<file path="config.mk">
export PLATFORM = sky130hd
export DESIGN_NAME = flash_wp_guard
export DESIGN_NICKNAME = d
export VERILOG_FILES = /design/src/rtl/wp_pkg.sv /design/src/rtl/wp_cfg_regs.sv /design/src/rtl/wp_range_cmp.sv /design/src/rtl/wp_decide.sv /design/src/rtl/flash_wp_guard.sv
export SDC_FILE = /design/constraint.sdc
export NUM_CORES = 1
export LEC_CHECK = 0
export BUFFER_PORTS_ARGS = -buffer_cell sky130_fd_sc_hd__buf_2
export CAP_MARGIN = 20
export CORE_MARGIN = 5
export CORE_UTILIZATION = 55
export DETAILED_ROUTE_END_ITERATION = 16
export PLACE_DENSITY = 0.76
export SYNTH_ARGS = -nofsm -noshare
export SYNTH_HDL_FRONTEND = slang
export SYNTH_SLANG_ARGS = --single-unit
export TNS_END_PERCENT = 1
</file>
<file path="constraint.sdc">
create_clock -name clk -period 2.3 [get_ports clk]
set_clock_uncertainty 0.2 [all_clocks]
set_input_delay 0.115 -clock clk [delete_from_list [all_inputs] [get_ports clk]]
set_output_delay 0.115 -clock clk [all_outputs]
set_load 0.01 [all_outputs]
</file>
<file path="src/rtl/wp_pkg.sv">
package wp_pkg;

    localparam int ADDR_W     = 24;
    localparam int PAGE_SHIFT = 12;
    localparam int PG_W       = ADDR_W - PAGE_SHIFT;
    localparam int NUM_RANGES = 3;
    localparam int CFG_DW     = 32;
    localparam int SEL_W      = 3;
    localparam int EN_BIT     = 31;
    localparam int LIM_LSB    = 12;

    localparam int SEL_FENCE  = 0;
    localparam int SEL_RANGE0 = 1;
    localparam int SEL_LOCK   = SEL_RANGE0 + NUM_RANGES;

    // one protected window, page granular
    typedef struct packed {
        logic            en;
        logic [PG_W-1:0] limit;
        logic [PG_W-1:0] base;
    } wp_range_t;

    // request as seen by the decision stage
    typedef struct packed {
        logic              valid;
        logic              is_write;
        logic              has_addr;
        logic [ADDR_W-1:0] addr;
    } wp_req_t;

    typedef enum logic [1:0] {
        V_IDLE  = 2'd0,
        V_GRANT = 2'd1,
        V_BLOCK = 2'd2
    } wp_verdict_e;

    function automatic logic page_in_range(wp_range_t r, logic [PG_W-1:0] page);
        return r.en && (page >= r.base) && (page <= r.limit);
    endfunction

endpackage

</file>
<file path="src/rtl/wp_cfg_regs.sv">
module wp_cfg_regs
    import wp_pkg::*;
#(
    parameter int N_RANGES = NUM_RANGES
) (
    input  logic                          clk,
    input  logic                          rst,
    input  logic                          cfg_we,
    input  logic [SEL_W-1:0]              cfg_sel,
    input  logic [CFG_DW-1:0]             cfg_wdata,
    output logic [ADDR_W-1:0]             fence_o,
    output wp_range_t [N_RANGES-1:0]      ranges_o,
    output logic                          locked_o
);

    logic                     lock_q;
    logic [ADDR_W-1:0]        fence_q;
    wp_range_t [N_RANGES-1:0] ranges_q;
    logic                     unused_cfg_bits;

    assign unused_cfg_bits = ^cfg_wdata[EN_BIT-1:ADDR_W];

    // sticky lock, set only by a one in bit 0
    always_ff @(posedge clk) begin
        if (rst) begin
            lock_q <= 1'b0;
        end else if (cfg_we && cfg_sel == SEL_W'(SEL_LOCK) && cfg_wdata[0]) begin
            lock_q <= 1'b1;
        end
    end

    always_ff @(posedge clk) begin
        if (rst) begin
            fence_q <= '0;
        end else if (cfg_we && !lock_q && cfg_sel == SEL_W'(SEL_FENCE)) begin
            fence_q <= cfg_wdata[ADDR_W-1:0];
        end
    end

    for (genvar g = 0; g < N_RANGES; g++) begin : g_range
        always_ff @(posedge clk) begin
            if (rst) begin
                ranges_q[g] <= '0;
            end else if (cfg_we && !lock_q && cfg_sel == SEL_W'(SEL_RANGE0 + g)) begin
                ranges_q[g].en    <= cfg_wdata[EN_BIT];
                ranges_q[g].limit <= cfg_wdata[LIM_LSB+PG_W-1:LIM_LSB];
                ranges_q[g].base  <= cfg_wdata[PG_W-1:0];
            end
        end
    end

    assign fence_o  = fence_q;
    assign ranges_o = ranges_q;
    assign locked_o = lock_q;

    // lock never clears without reset
    a_r9_lock_sticky: assert property (@(posedge clk) disable iff (rst)
        lock_q |=> lock_q);

    // locked configuration is frozen
    a_r10_fence_frozen: assert property (@(posedge clk) disable iff (rst)
        lock_q |=> $stable(fence_q));

    a_r10_ranges_frozen: assert property (@(posedge clk) disable iff (rst)
        lock_q |=> $stable(ranges_q));

endmodule

</file>
<file path="src/rtl/wp_range_cmp.sv">
module wp_range_cmp
    import wp_pkg::*;
#(
    parameter int N_RANGES = NUM_RANGES
) (
    input  wp_range_t [N_RANGES-1:0] ranges_i,
    input  logic [PG_W-1:0]          page_i,
    output logic [N_RANGES-1:0]      hit_o
);

    // one comparator pair per window; low 12 address bits never matter
    for (genvar g = 0; g < N_RANGES; g++) begin : g_cmp
        assign hit_o[g] = page_in_range(ranges_i[g], page_i);
    end

endmodule

</file>
<file path="src/rtl/wp_decide.sv">
module wp_decide
    import wp_pkg::*;
#(
    parameter int N_RANGES = NUM_RANGES
) (
    input  logic                clk,
    input  logic                rst,
    input  wp_req_t             req_i,
    input  logic [ADDR_W-1:0]   fence_i,
    input  logic [N_RANGES-1:0] hit_i,
    output logic                grant_o,
    output logic                blocked_o
);

    wp_verdict_e verdict_d, verdict_q;
    logic        below_fence;
    logic        wp_hit;

    assign below_fence = req_i.has_addr && (req_i.addr < fence_i);
    assign wp_hit      = req_i.has_addr && req_i.is_write && (|hit_i);

    always_comb begin
        verdict_d = V_IDLE;
        if (req_i.valid) begin
            verdict_d = (below_fence || wp_hit) ? V_BLOCK : V_GRANT;
        end
    end

    always_ff @(posedge clk) begin
        if (rst) begin
            verdict_q <= V_IDLE;
        end else begin
            verdict_q <= verdict_d;
        end
    end

    assign grant_o   = (verdict_q == V_GRANT);
    assign blocked_o = (verdict_q == V_BLOCK);

    // one answer per start, none otherwise
    a_r2_exclusive: assert property (@(posedge clk) disable iff (rst)
        !(grant_o && blocked_o));

    a_r2_answer: assert property (@(posedge clk) disable iff (rst)
        req_i.valid |=> (grant_o || blocked_o));

    a_r2_quiet: assert property (@(posedge clk) disable iff (rst)
        !req_i.valid |=> (!grant_o && !blocked_o));

    // addressed cycle under the fence is refused
    a_r3_fence: assert property (@(posedge clk) disable iff (rst)
        (req_i.valid && req_i.has_addr && req_i.addr < fence_i) |=> blocked_o);

    // reads at or above the fence always pass
    a_r6_read_passes: assert property (@(posedge clk) disable iff (rst)
        (req_i.valid && !req_i.is_write && req_i.has_addr && req_i.addr >= fence_i)
        |=> grant_o);

    // cycles without an address always pass
    a_r8_no_addr: assert property (@(posedge clk) disable iff (rst)
        (req_i.valid && !req_i.has_addr) |=> grant_o);

endmodule

</file>
<file path="src/rtl/flash_wp_guard.sv">
module flash_wp_guard
    import wp_pkg::*;
(
    input  logic              clk,
    input  logic              rst,
    input  logic              cfg_we,
    input  logic [2:0]        cfg_sel,
    input  logic [31:0]       cfg_wdata,
    input  logic              cyc_start,
    input  logic [23:0]       cyc_addr,
    input  logic [1:0]        cyc_type,
    output logic              cyc_grant,
    output logic              cyc_blocked,
    output logic              cfg_locked
);

    logic [ADDR_W-1:0]          fence;
    wp_range_t [NUM_RANGES-1:0] ranges;
    logic [NUM_RANGES-1:0]      hits;
    wp_req_t                    req;

    assign req.valid    = cyc_start;
    assign req.is_write = cyc_type[0];
    assign req.has_addr = cyc_type[1];
    assign req.addr     = cyc_addr;

    wp_cfg_regs #(.N_RANGES(NUM_RANGES)) cfg_i (
        .clk       (clk),
        .rst       (rst),
        .cfg_we    (cfg_we),
        .cfg_sel   (cfg_sel),
        .cfg_wdata (cfg_wdata),
        .fence_o   (fence),
        .ranges_o  (ranges),
        .locked_o  (cfg_locked)
    );

    wp_range_cmp #(.N_RANGES(NUM_RANGES)) cmp_i (
        .ranges_i (ranges),
        .page_i   (cyc_addr[ADDR_W-1:PAGE_SHIFT]),
        .hit_o    (hits)
    );

    wp_decide #(.N_RANGES(NUM_RANGES)) dec_i (
        .clk       (clk),
        .rst       (rst),
        .req_i     (req),
        .fence_i   (fence),
        .hit_i     (hits),
        .grant_o   (cyc_grant),
        .blocked_o (cyc_blocked)
    );

    // write into an enabled window is refused (window 0 checked from stored fields)
    a_r5_window_blocks: assert property (@(posedge clk) disable iff (rst)
        (cyc_start && cyc_type == 2'b11 &&
         page_in_range(ranges[0], cyc_addr[ADDR_W-1:PAGE_SHIFT])) |=> cyc_blocked);

endmodule

</file>
==> results.yml, run 1 <==
run_status:
  outcome: "finished, final reports clean"
floorplanning:
  rows: 37
  die-width_um: 113
  fp.dieArea_um2: 12800
  die_y_um: 113
  initial_utilization_pct: 56.5
  coreArea_um2: 10400
  ios: 68
power_and_ir_drop:
  pwr-share-comb_pct: 16.4
  switchingPower_uw: 1030
  cellPowerDensity_nw_per_um2: 519
  leakagePower_uw: 0.00260
  p_int_uw: 2560
  power.share.switching_pct: 28.6
  peakVddDrop_uv: 260
  seqPwrFrac_pct: 50.8
  p_clk_share_pct: 32.8
synthesis:
  synth_warnings: 0
  synth-seq-cells: 102
  yosys.cell_types.count: 37
  netlist_area_um2: 5860
  yosysSeqAreaShare_pct: 34.8
  syn-num-nets: 944
  synth_area_per_cell_um2: 7.47
  syn_inst: 784
placement:
  dp_cells: 965
  hpwl_um: 11700
  gp_congestion: 0.856
  portBuffers: 60
timing:
  worst_pin_slew_ns: 0.666
  rsz0062_at_grt: "false"
  slew_violations: 0
  setup-tns-final_ns: 0
  period_needed_ns: 2.26
  max-slew-margin-rel_pct: 55.6
  period_share_pct: 98.2
  finalHoldViolCount: 0
  max_freq_mhz: 443
  setup_violations: 0
  holdWs_ns: 0.0378
clocking:
  clkSinkCount: 102
  cts_tree: "built"
  post-cts-setup-buffers: 0
  path_clk_slew_ns: 0.11
  cts_max_level: 3
  cts_buffers: 9
  clk_latency_ns: 0.37
  clock-root-buffer: "clkbuf_8"
  cts_buffer_depth: 2
hold_path:
  worstHoldPathCells: 5
  holdPathEnd: "cfg_i.ranges_o[26]"
  hp-class: "input port to flop"
  hold_path_startpoint: "cfg_sel[0]"
layout:
  drive_above_1_share_pct: 12.8
  area_delta_synth_final_pct: 18.0
  stdcell_count: 1013
  nets: 1031
  multi_input_area_um2: 3410
  layout.area.seq_um2: 2050
  fill_cells: 879
  fin_util_pct: 66.7
route:
  drt_pass1_iterations: 5
  drc: 0
  wl_um: 16000
  antenna_left: 0
  vias_per_cell: 5.53
  drtIter0Drc: 371
  wire_per_inst_um: 15.8
  vias: 5605
run:
  maxCapViolCount: 0
setup_path:
  worstSetupEndpointType: "flop"
  worst-path-max-fanout: 3
  arrival_ns: 2.32
  crit_type: "flop to flop"
  start_kind: "flop"
  required_ns: 2.36
  rr_endpoint: "dec_i.verdict_q[1]"
  reg2reg_from: "cfg_i.fence_o[22]"
  ff2ff_setup_slack_ns: 0.04
  reg2reg_depth: 9
grt:
  overflow: 0
  grt_pass1_wl_um: 26300
  grt_max_degree: 61
  antenna_found_initial: 0
  groute.usage.overall_pct: 25.8
  grt_pass1_vias: 5509
-- cell usage after synthesis --
master | n | area (um^2)
a211o_1 | 1 | 8.76
nand3_1 | 11 | 55.1
a21o_1 | 4 | 30.0
o31ai_1 | 1 | 7.51
nor3_1 | 3 | 15.0
and4_1 | 2 | 17.5
a211oi_1 | 2 | 15.0
o311a_1 | 1 | 10.0
o21ai_0 | 12 | 60.1
o21ai_1 | 5 | 25.0
clkbuf_1 | 23 | 86.3
ha_1 | 95 | 1190
nand2b_1 | 3 | 18.8
dfxtp_1 | 102 | 2040
or3_1 | 1 | 6.26
a221o_1 | 2 | 20.0
a22oi_1 | 1 | 7.51
o311ai_1 | 1 | 8.76
nor2_1 | 9 | 33.8
a41oi_1 | 2 | 17.5
nor2_2 | 1 | 6.26
and2_1 | 1 | 6.26
nand2_1 | 220 | 826
or2_0 | 1 | 6.26
nor3b_2 | 1 | 12.5
o21a_1 | 1 | 7.51
o211ai_1 | 4 | 30.0
a21oi_2 | 1 | 8.76
nand4_1 | 13 | 81.3
inv_1 | 93 | 349
or2_1 | 3 | 18.8
nor4_1 | 2 | 12.5
a21oi_1 | 146 | 731
a31oi_1 | 1 | 6.26
buf_2 | 8 | 40.0
and3_1 | 1 | 6.26
nor2b_1 | 6 | 37.5
-- layer usage --
metal	part of all wire [%]	GRT usage [%]	wire length, um
met4	2.5	9.29	409
met1	44	34.5	7130
met2	46	41.7	7340
met5	0	0	0
met3	7.3	4.55	1170
-- final cells by class --
type	instances	area share, %
clock inverters	6	1.03
inverters	93	5.05
diodes	1	0.0362
repair buffers	107	10.7
well taps	136	2.46
flip-flops and latches	102	29.6
multi-input cells	558	49.3
clock buffers	10	1.85
-- worst max path at each step --
stage | slack (ns) | from | end | cells past startpoint
global route | 0.002 | cfg_i.fence_o[21] | dec_i.verdict_q[1] | 9
finish | 0.04 | cfg_i.fence_o[22] | dec_i.verdict_q[1] | 9
floorplan | 0.21 | cfg_i.ranges_o[59] | dec_i.verdict_q[1] | 9
detailed placement | 0.0008 | cfg_i.ranges_o[61] | dec_i.verdict_q[1] | 9
global placement | 0.05 | cfg_i.ranges_o[61] | dec_i.verdict_q[1] | 9
CTS | 0.01 | cfg_i.ranges_o[61] | dec_i.verdict_q[1] | 9
-- metrics by stage --
step	power (uW)	setup WS, ns	instance area [um^2]
after global placement	2350	0.0501	6340
after detailed placement	2380	0.000850	6340
after CTS	3570	0.0135	6850
final	3590	0.0424	6920
after floorplan	2160	0.210	5860
after global routing	3730	0.00193	6910
-- critical path, cell delays in order (launching register included) --
cell,delay (ns)
dfxtp_1,0.35
inv_1,0.05
ha_1,0.30
nand4_1,0.21
nor3_2,0.27
a21oi_1,0.09
o21ai_1,0.09
a31oi_1,0.07
buf_4,0.17
o311a_1,0.35
-- registers in the layout, summed over array words and instances (netlist names) --
signal	count
cfg_i.fence_o	24
cfg_i.locked_o	1
cfg_i.ranges_o	75
dec_i.verdict_q	2
-- what timing repair did --
item                                    4_1_cts  5_1_grt
hold endpoints to repair                    102        0
endpoints found under the setup margin        1        2
hold buffers                                 31        0
gates resized for setup                       1       22
pin swaps                                     0       10
-- placed cells by master (no fill, tap or decap), types with 4 or more instances in the layout --
cell,instances
nand4_1,13
a21o_1,4
dfxtp_1,99
o21ai_0,8
inv_1,93
o21ai_1,8
a21oi_2,7
clkbuf_8,9
buf_2,60
nand2_1,219
buf_4,15
dlygate4sd3_1,31
nor2b_1,6
o211ai_1,4
a21oi_1,140
nand3_1,11
ha_1,94
nor2_1,8
-- cells by family after synthesis --
logic type	Yosys count	share of synthesized area [%]
compound gates	185	17.0
flops	102	34.8
fa+ha+maj	95	20.3
buf+inv	124	8.11
simple gates	278	19.8
-- power groups by stage --
| stage | sequential, uW | clock [uW] | combinational (uW) |
|---|---|---|---|
| global route | 1830 | 1240 | 661 |
| global placement | 1860 | 0 | 492 |
| floorplan | 1860 | 0 | 304 |
| detailed placement | 1860 | 0 | 520 |
| CTS | 1820 | 1180 | 566 |
| finish | 1820 | 1180 | 587 |
No activity file was read; power rests on OpenSTA's default activity.
==> run 2: changes to the inputs <==
--- a/config.mk
+++ b/config.mk
@@ -5,6 +5,7 @@
 export SDC_FILE = /design/constraint.sdc
 export NUM_CORES = 1
 export LEC_CHECK = 0
+export ABC_AREA = 1
 export BUFFER_PORTS_ARGS = -buffer_cell sky130_fd_sc_hd__buf_2
 export CAP_MARGIN = 20
 export CORE_MARGIN = 5
==> run 2 against run 1 <==
  * Die area rose by 1.7%
  * Sequential power barely moved
  * Largest power group unchanged
  * Worst hold slack improved by 0.030 ns
  * Critical path type is now input port to flop
  * Critical path depth fell by 2
  * Final cell count fell by 0.49%
  * Wire length fell by 10%
  * Non-clock buffer count fell by 10
  * Sequential share of layout area rose by 0.39 points
==> results.yml, run 2 <==
synthesis:
  synth_top_cells_by_count: "135 x inv_1, 115 x a21oi_1, 105 x nand2_1, 102 x dfxtp_1, 95 x ha_1"
  synth_edf_count: 0
  yosysSeqAreaShare_pct: 34.2
  syn-num-nets: 946
  synth_warnings: 0
  synth_area_per_cell_um2: 7.59
  yosys.area.top_type: "dfxtp_1"
  synth_area_leaders: "dfxtp_1 34%, ha_1 20%, a21oi_1 9.6%, inv_1 8.5%, o21ai_0 7.7%"
  synth-async-reset-ratio_pct: 0
  syn_inst: 786
  synth_top_flop_cell: "dfxtp_1"
  synth_top_cell_area_share_pct: 34.2
  yosys.cell_types.count: 28
  synth-seq-cells: 102
  yosysMostFrequentCell: "inv_1"
  netlist_area_um2: 5970
setup_path:
  rr_endpoint: "cfg_i.ranges_o[49]"
  slowest_stage: "dlygate4sd3_1"
  worstSetupPathDepth: 7
  crit_chain: "dlygate4sd3_1 > buf_2 > inv_2 > buf_12 > o21ai_0 > nor2_1 > dlygate4sd3_1"
  slowest_delay_ns: 0.58
  crit_family: "buffers and inverters"
  worst-path-max-fanout: 49
  cp_num_buf_inv: 5
  arrival_ns: 2.35
  ff2ff_setup_slack_ns: 0.08
  startpoint: "rst"
  crit_type: "input port to flop"
  reg2reg_from: "cfg_i.locked_o"
  reg2reg_depth: 7
  start_kind: "input port"
  cpMostUsedCell: "dlygate4sd3_1"
  worstSetupEndpointType: "flop"
  crit_end: "cfg_i.ranges_o[49]"
  required_ns: 2.42
layout:
  final_common_cell: "inv_1"
  antenna_cells: 0
  area_delta_synth_final_pct: 14.2
  drive_above_1_share_pct: 11.5
  final_cell_mix: "135 x inv_1, 115 x a21oi_1, 105 x nand2_1, 102 x dfxtp_1, 95 x ha_1"
  largest_reg_flops: 75
  nets: 1024
  stdcell_count: 1008
  fin_util_pct: 63.4
placement:
  portBuffers: 60
  gp_congestion: 0.868
  dp_cells: 960
  hpwl_um: 10600
floorplanning:
  die-width_um: 114
  coreArea_um2: 10700
  initial_utilization_pct: 55.5
  die_y_um: 114
  fp.dieArea_um2: 13000
  rows: 38
  ios: 68
grt:
  antenna_found_initial: 0
  groute.usage.overall_pct: 22.7
  grt_pass1_vias: 5294
  grt_max_degree: 50
  grt_pass1_wl_um: 23700
  overflow: 0
power_and_ir_drop:
  cellPowerDensity_nw_per_um2: 527
  power.total_uw: 3590
  peakVddDrop_uv: 433
  leakagePower_uw: 0.00303
route:
  drc: 0
  wire_per_inst_um: 14.3
  drtIter0Drc: 316
  wl_um: 14400
  vias: 5316
  drt_pass1_iterations: 4
  vias_per_cell: 5.27
  antenna_left: 0
run_status:
  outcome: "finished, final reports clean"
timing:
  period_share_pct: 97.0
  max-slew-margin-rel_pct: 46.3
  max_freq_mhz: 448
  holdWs_ns: 0.0674
  slew_violations: 0
  worst_pin_slew_ns: 0.805
  period_needed_ns: 2.23
  finalHoldViolCount: 0
  rsz0062_at_grt: "true"
  setup_violations: 0
clocking:
  cts_tree: "built"
  cts_buffer_depth: 2
  cts_buffers: 9
  clkSinkCount: 102
  post-cts-setup-buffers: 0
  path_clk_slew_ns: 0.10
  clk_latency_ns: 0.38
  cts_max_level: 3
  clock-root-buffer: "clkbuf_8"
run:
  maxCapViolCount: 0
hold_path:
  hp-class: "input port to flop"
run 2: changes by cell type after synthesis, moves of 6 or more:
| cell | delta |
|---|---|
| o21ai_1 | +10 |
| buf_6 | +12 |
| clkbuf_1 | -9 |
| nor2_1 | +33 |
| a21oi_1 | -31 |
| inv_1 | +42 |
| nor2b_1 | -6 |
| o21ai_0 | +80 |
| nand4_1 | -6 |
| nand2_1 | -115 |
| a21oi_2 | +9 |
run 2: where the power goes:
part | total, uW | internal (uW) | switching (uW)
Sequential | 1850 | 1830 | 17.8
Clock | 1070 | 475 | 598
Combinational | 674 | 278 | 396
Total | 3590 | 2580 | 1010
run 2: through the flow:
step                      TNS, ns  setup slack [ns]  instance area, um^2
after floorplan                 0             0.685                 5970
after global placement          0             0.217                 6290
after detailed placement        0             0.139                 6290
after CTS                       0            0.0639                 6810
after global routing      -0.0432           -0.0432                 6810
final                           0            0.0680                 6810
run 2: logic make-up after synthesis:
group | Yosys count | synth area share [%]
and+or+nand+nor | 179 | 12.6
AOI/OAI and AO/OA | 239 | 21.0
DFF | 102 | 34.2
adders and majority gates | 95 | 19.9
buffers and inverters | 171 | 12.3
run 2: tightest hold or removal path: cells and delay by family:
family,cells,cell delay [ns]
AND/OR/NAND/NOR,3,0.24
AO/OA/AOI/OAI,1,0.14
buffers and inverters,1,0.11
run 2: area by class of cell:
class | instances | area (um^2)
tap | 140 | 175
multi-input combinational | 513 | 3200
timing repair buffer | 97 | 686
clock inverter | 3 | 18.8
clock buffer | 12 | 165
inverter | 141 | 532
fill | 932 | 3930
sequential | 102 | 2040
run 2: worst min path at each step:
stage	to	cells past startpoint	from
after detailed placement	cfg_i.locked_o	2	rst
after global placement	cfg_i.locked_o	2	rst
final	cfg_i.ranges_o[50]	5	cfg_we
after global routing	cfg_i.ranges_o[12]	5	cfg_we
after CTS	cfg_i.ranges_o[50]	5	cfg_we
after floorplan	cfg_i.locked_o	1	rst
run 2: timing repair:
action	in CTS	in global routing
hold buffers	33	0
hold endpoints to repair	102	0
setup endpoints to repair	0	3
gates resized for setup	0	3
run 2: layer usage:
metal  global-route usage [%]  part of all wire [%]
met5                        0                     0
met4                     9.58                   3.2
met3                     4.44                   5.3
met2                     41.5                    51
met1                     25.6                    41
==> run 3: changes to the inputs <==
--- a/config.mk
+++ b/config.mk
@@ -10,6 +10,7 @@
 export CAP_MARGIN = 20
 export CORE_MARGIN = 5
 export CORE_UTILIZATION = 55
+export CTS_CLUSTER_DIAMETER = 80
 export DETAILED_ROUTE_END_ITERATION = 16
 export PLACE_DENSITY = 0.76
 export SYNTH_ARGS = -nofsm -noshare
==> constraint.sdc (replaced) <==
create_clock -name clk -period 2.3 [get_ports clk]
set_clock_uncertainty 0.2 [all_clocks]
set_input_delay 0.46 -clock clk [delete_from_list [all_inputs] [get_ports clk]]
set_output_delay 0.46 -clock clk [all_outputs]
set_load 0.01 [all_outputs]
==> run 3 against run 2 <==
  * Via count fell by 2.8%
  * Sequential power barely moved
  * First-iteration DRC count fell by 23%
  * Combinational power fell by 6.5%
  * Cell area fell by 4.4%
  * Setup slack improved by 0.22 ns
  * Core utilization fell by 2.8 points
==> results.yml, run 3 (synthesis results as in run 2) <==
run_status:
  outcome: "finished, final reports clean"
setup_path:
  slowest_stage: "dfxtp_1"
  cpMostUsedCell: "nand2_1"
  worstSetupEndpointType: "flop"
  arrival_ns: 2.14
  required_ns: 2.43
  startpoint: "cfg_i.ranges_o[73]"
  start_kind: "flop"
  crit_chain: "inv_1 > ha_1 > nand2_1 > nor2_1 > and2_1 > nand2_1 > nand3_1 > nand2_1 > nand3_1 > nand3_1 > nand2_1 > nand2_1 > nor2_1"
  crit_type: "flop to flop"
  reg2reg_from: "cfg_i.ranges_o[73]"
  slowest_delay_ns: 0.32
  worst-path-max-fanout: 2
grt:
  antenna_found_initial: 0
  overflow: 0
  grt_pass1_wl_um: 23100
  groute.usage.overall_pct: 22.3
  grt_max_degree: 101
  grt_pass1_vias: 5093
floorplanning:
  rows: 38
  initial_utilization_pct: 55.5
  fp.dieArea_um2: 13000
  ios: 68
  die-width_um: 114
  coreArea_um2: 10700
  die_y_um: 114
hold_path:
  hold_path_startpoint: "rst"
  hp-class: "input port to flop"
layout:
  fill_cells: 1012
  largest_reg_flops: 75
  area_delta_synth_final_pct: 9.18
  final_common_cell: "inv_1"
  final_cell_mix: "135 x inv_1, 115 x a21oi_1, 105 x nand2_1, 102 x dfxtp_1, 95 x ha_1"
  antenna_cells: 0
  nets: 996
  drive_above_1_share_pct: 12.5
power_and_ir_drop:
  power.total_uw: 3590
  peakVddDrop_uv: 335
  leakagePower_uw: 0.00290
  cellPowerDensity_nw_per_um2: 551
clocking:
  clock-root-buffer: "clkbuf_8"
  post-cts-setup-buffers: 0
  cts_tree: "built"
  cts_buffers: 9
  cts_hold_buf: 0
  cts_resized: 0
  cts_buffer_depth: 2
  clk_latency_ns: 0.40
  cts_max_level: 3
  path_clk_slew_ns: 0.11
  clkSinkCount: 102
timing:
  rsz0062_at_grt: "false"
  finalHoldViolCount: 0
  period_share_pct: 87.4
  setup_violations: 0
  max-slew-margin-rel_pct: 74.7
  setup-tns-final_ns: 0
  worst_pin_slew_ns: 0.379
  max_freq_mhz: 497
  period_needed_ns: 2.01
  slew_violations: 0
route:
  drc: 0
  wire_per_inst_um: 14.1
  vias: 5166
  drtIter0Drc: 244
  wl_um: 13800
  drt_pass1_iterations: 4
  antenna_left: 0
  vias_per_cell: 5.27
run:
  maxCapViolCount: 0
placement:
  hpwl_um: 10600
  gp_congestion: 0.868
  portBuffers: 60
==> run 3: cell types whose count changed in the layout (fill, tap and decap cells not counted), moves of 2 or more <==
cell and change:
dlygate4sd3_1 -33, buf_4 +5, clkbuf_8 -3, inv_6 +3, clkinv_2 -2
==> run 3: per-stage QoR <==
step / hold WS (ns) / instances / setup WS [ns] / cell area [um^2] / utilization (%)
after floorplan: 0.225 / 786 / 0.532 / 5970 / -
after global placement: 0.235 / 965 / 0.0876 / 6330 / 58.9
after detailed placement: 0.244 / 965 / 0.0232 / 6330 / 58.9
after CTS: 0.0417 / 981 / 0.282 / 6520 / 60.6
after global routing: 0.0503 / 981 / 0.0742 / 6520 / 60.6
final: 0.0519 / 981 / 0.289 / 6520 / 60.6
==> run 3: cell type report <==
type	count	area (um^2)	share of cell area, %
clock buffers	9	124	1.90
multi-input cells	513	3190	49.0
flip-flops and latches	102	2040	31.3
repair buffers	69	393	6.03
inverters	141	529	8.12
well taps	140	175	2.69
clock inverters	7	62.6	0.960
==> run 3: routing by layer <==
metal | routed length (um) | vias up | GRT usage, %
li1 | - | 2676 | -
met1 | 5920 | 2338 | 27.0
met2 | 6680 | 120 | 37.8
met3 | 777 | 32 | 4.33
met4 | 466 | 0 | 10.5
met5 | 0 | - | 0
==> run 3: report_power, final <==
group | total, uW | internal [uW] | switching [uW]
logic | 630 | 245 | 385
registers | 1850 | 1830 | 17.6
clock network | 1110 | 416 | 697
total | 3590 | 2490 | 1100
==> run 3: path summary, 6_finish.rpt <==
path | to | slack, ns | depth (start not counted)
setup / recovery | dec_i.verdict_q[0] | 0.29 | 13
hold / removal | cfg_i.locked_o | 0.05 | 2
setup reg to reg | dec_i.verdict_q[0] | 0.29 | 13
hold reg to reg | cfg_i.fence_o[0] | 0.25 | 2
==> run 3: critical path, delay by kind of cell, from the launching register on <==
kind | cells | cell delay, ns
flip-flops | 1 | 0.32
adder cells (fa/ha/maj) | 1 | 0.28
AND/OR/NAND/NOR | 11 | 1.09
buffers and inverters | 1 | 0.05
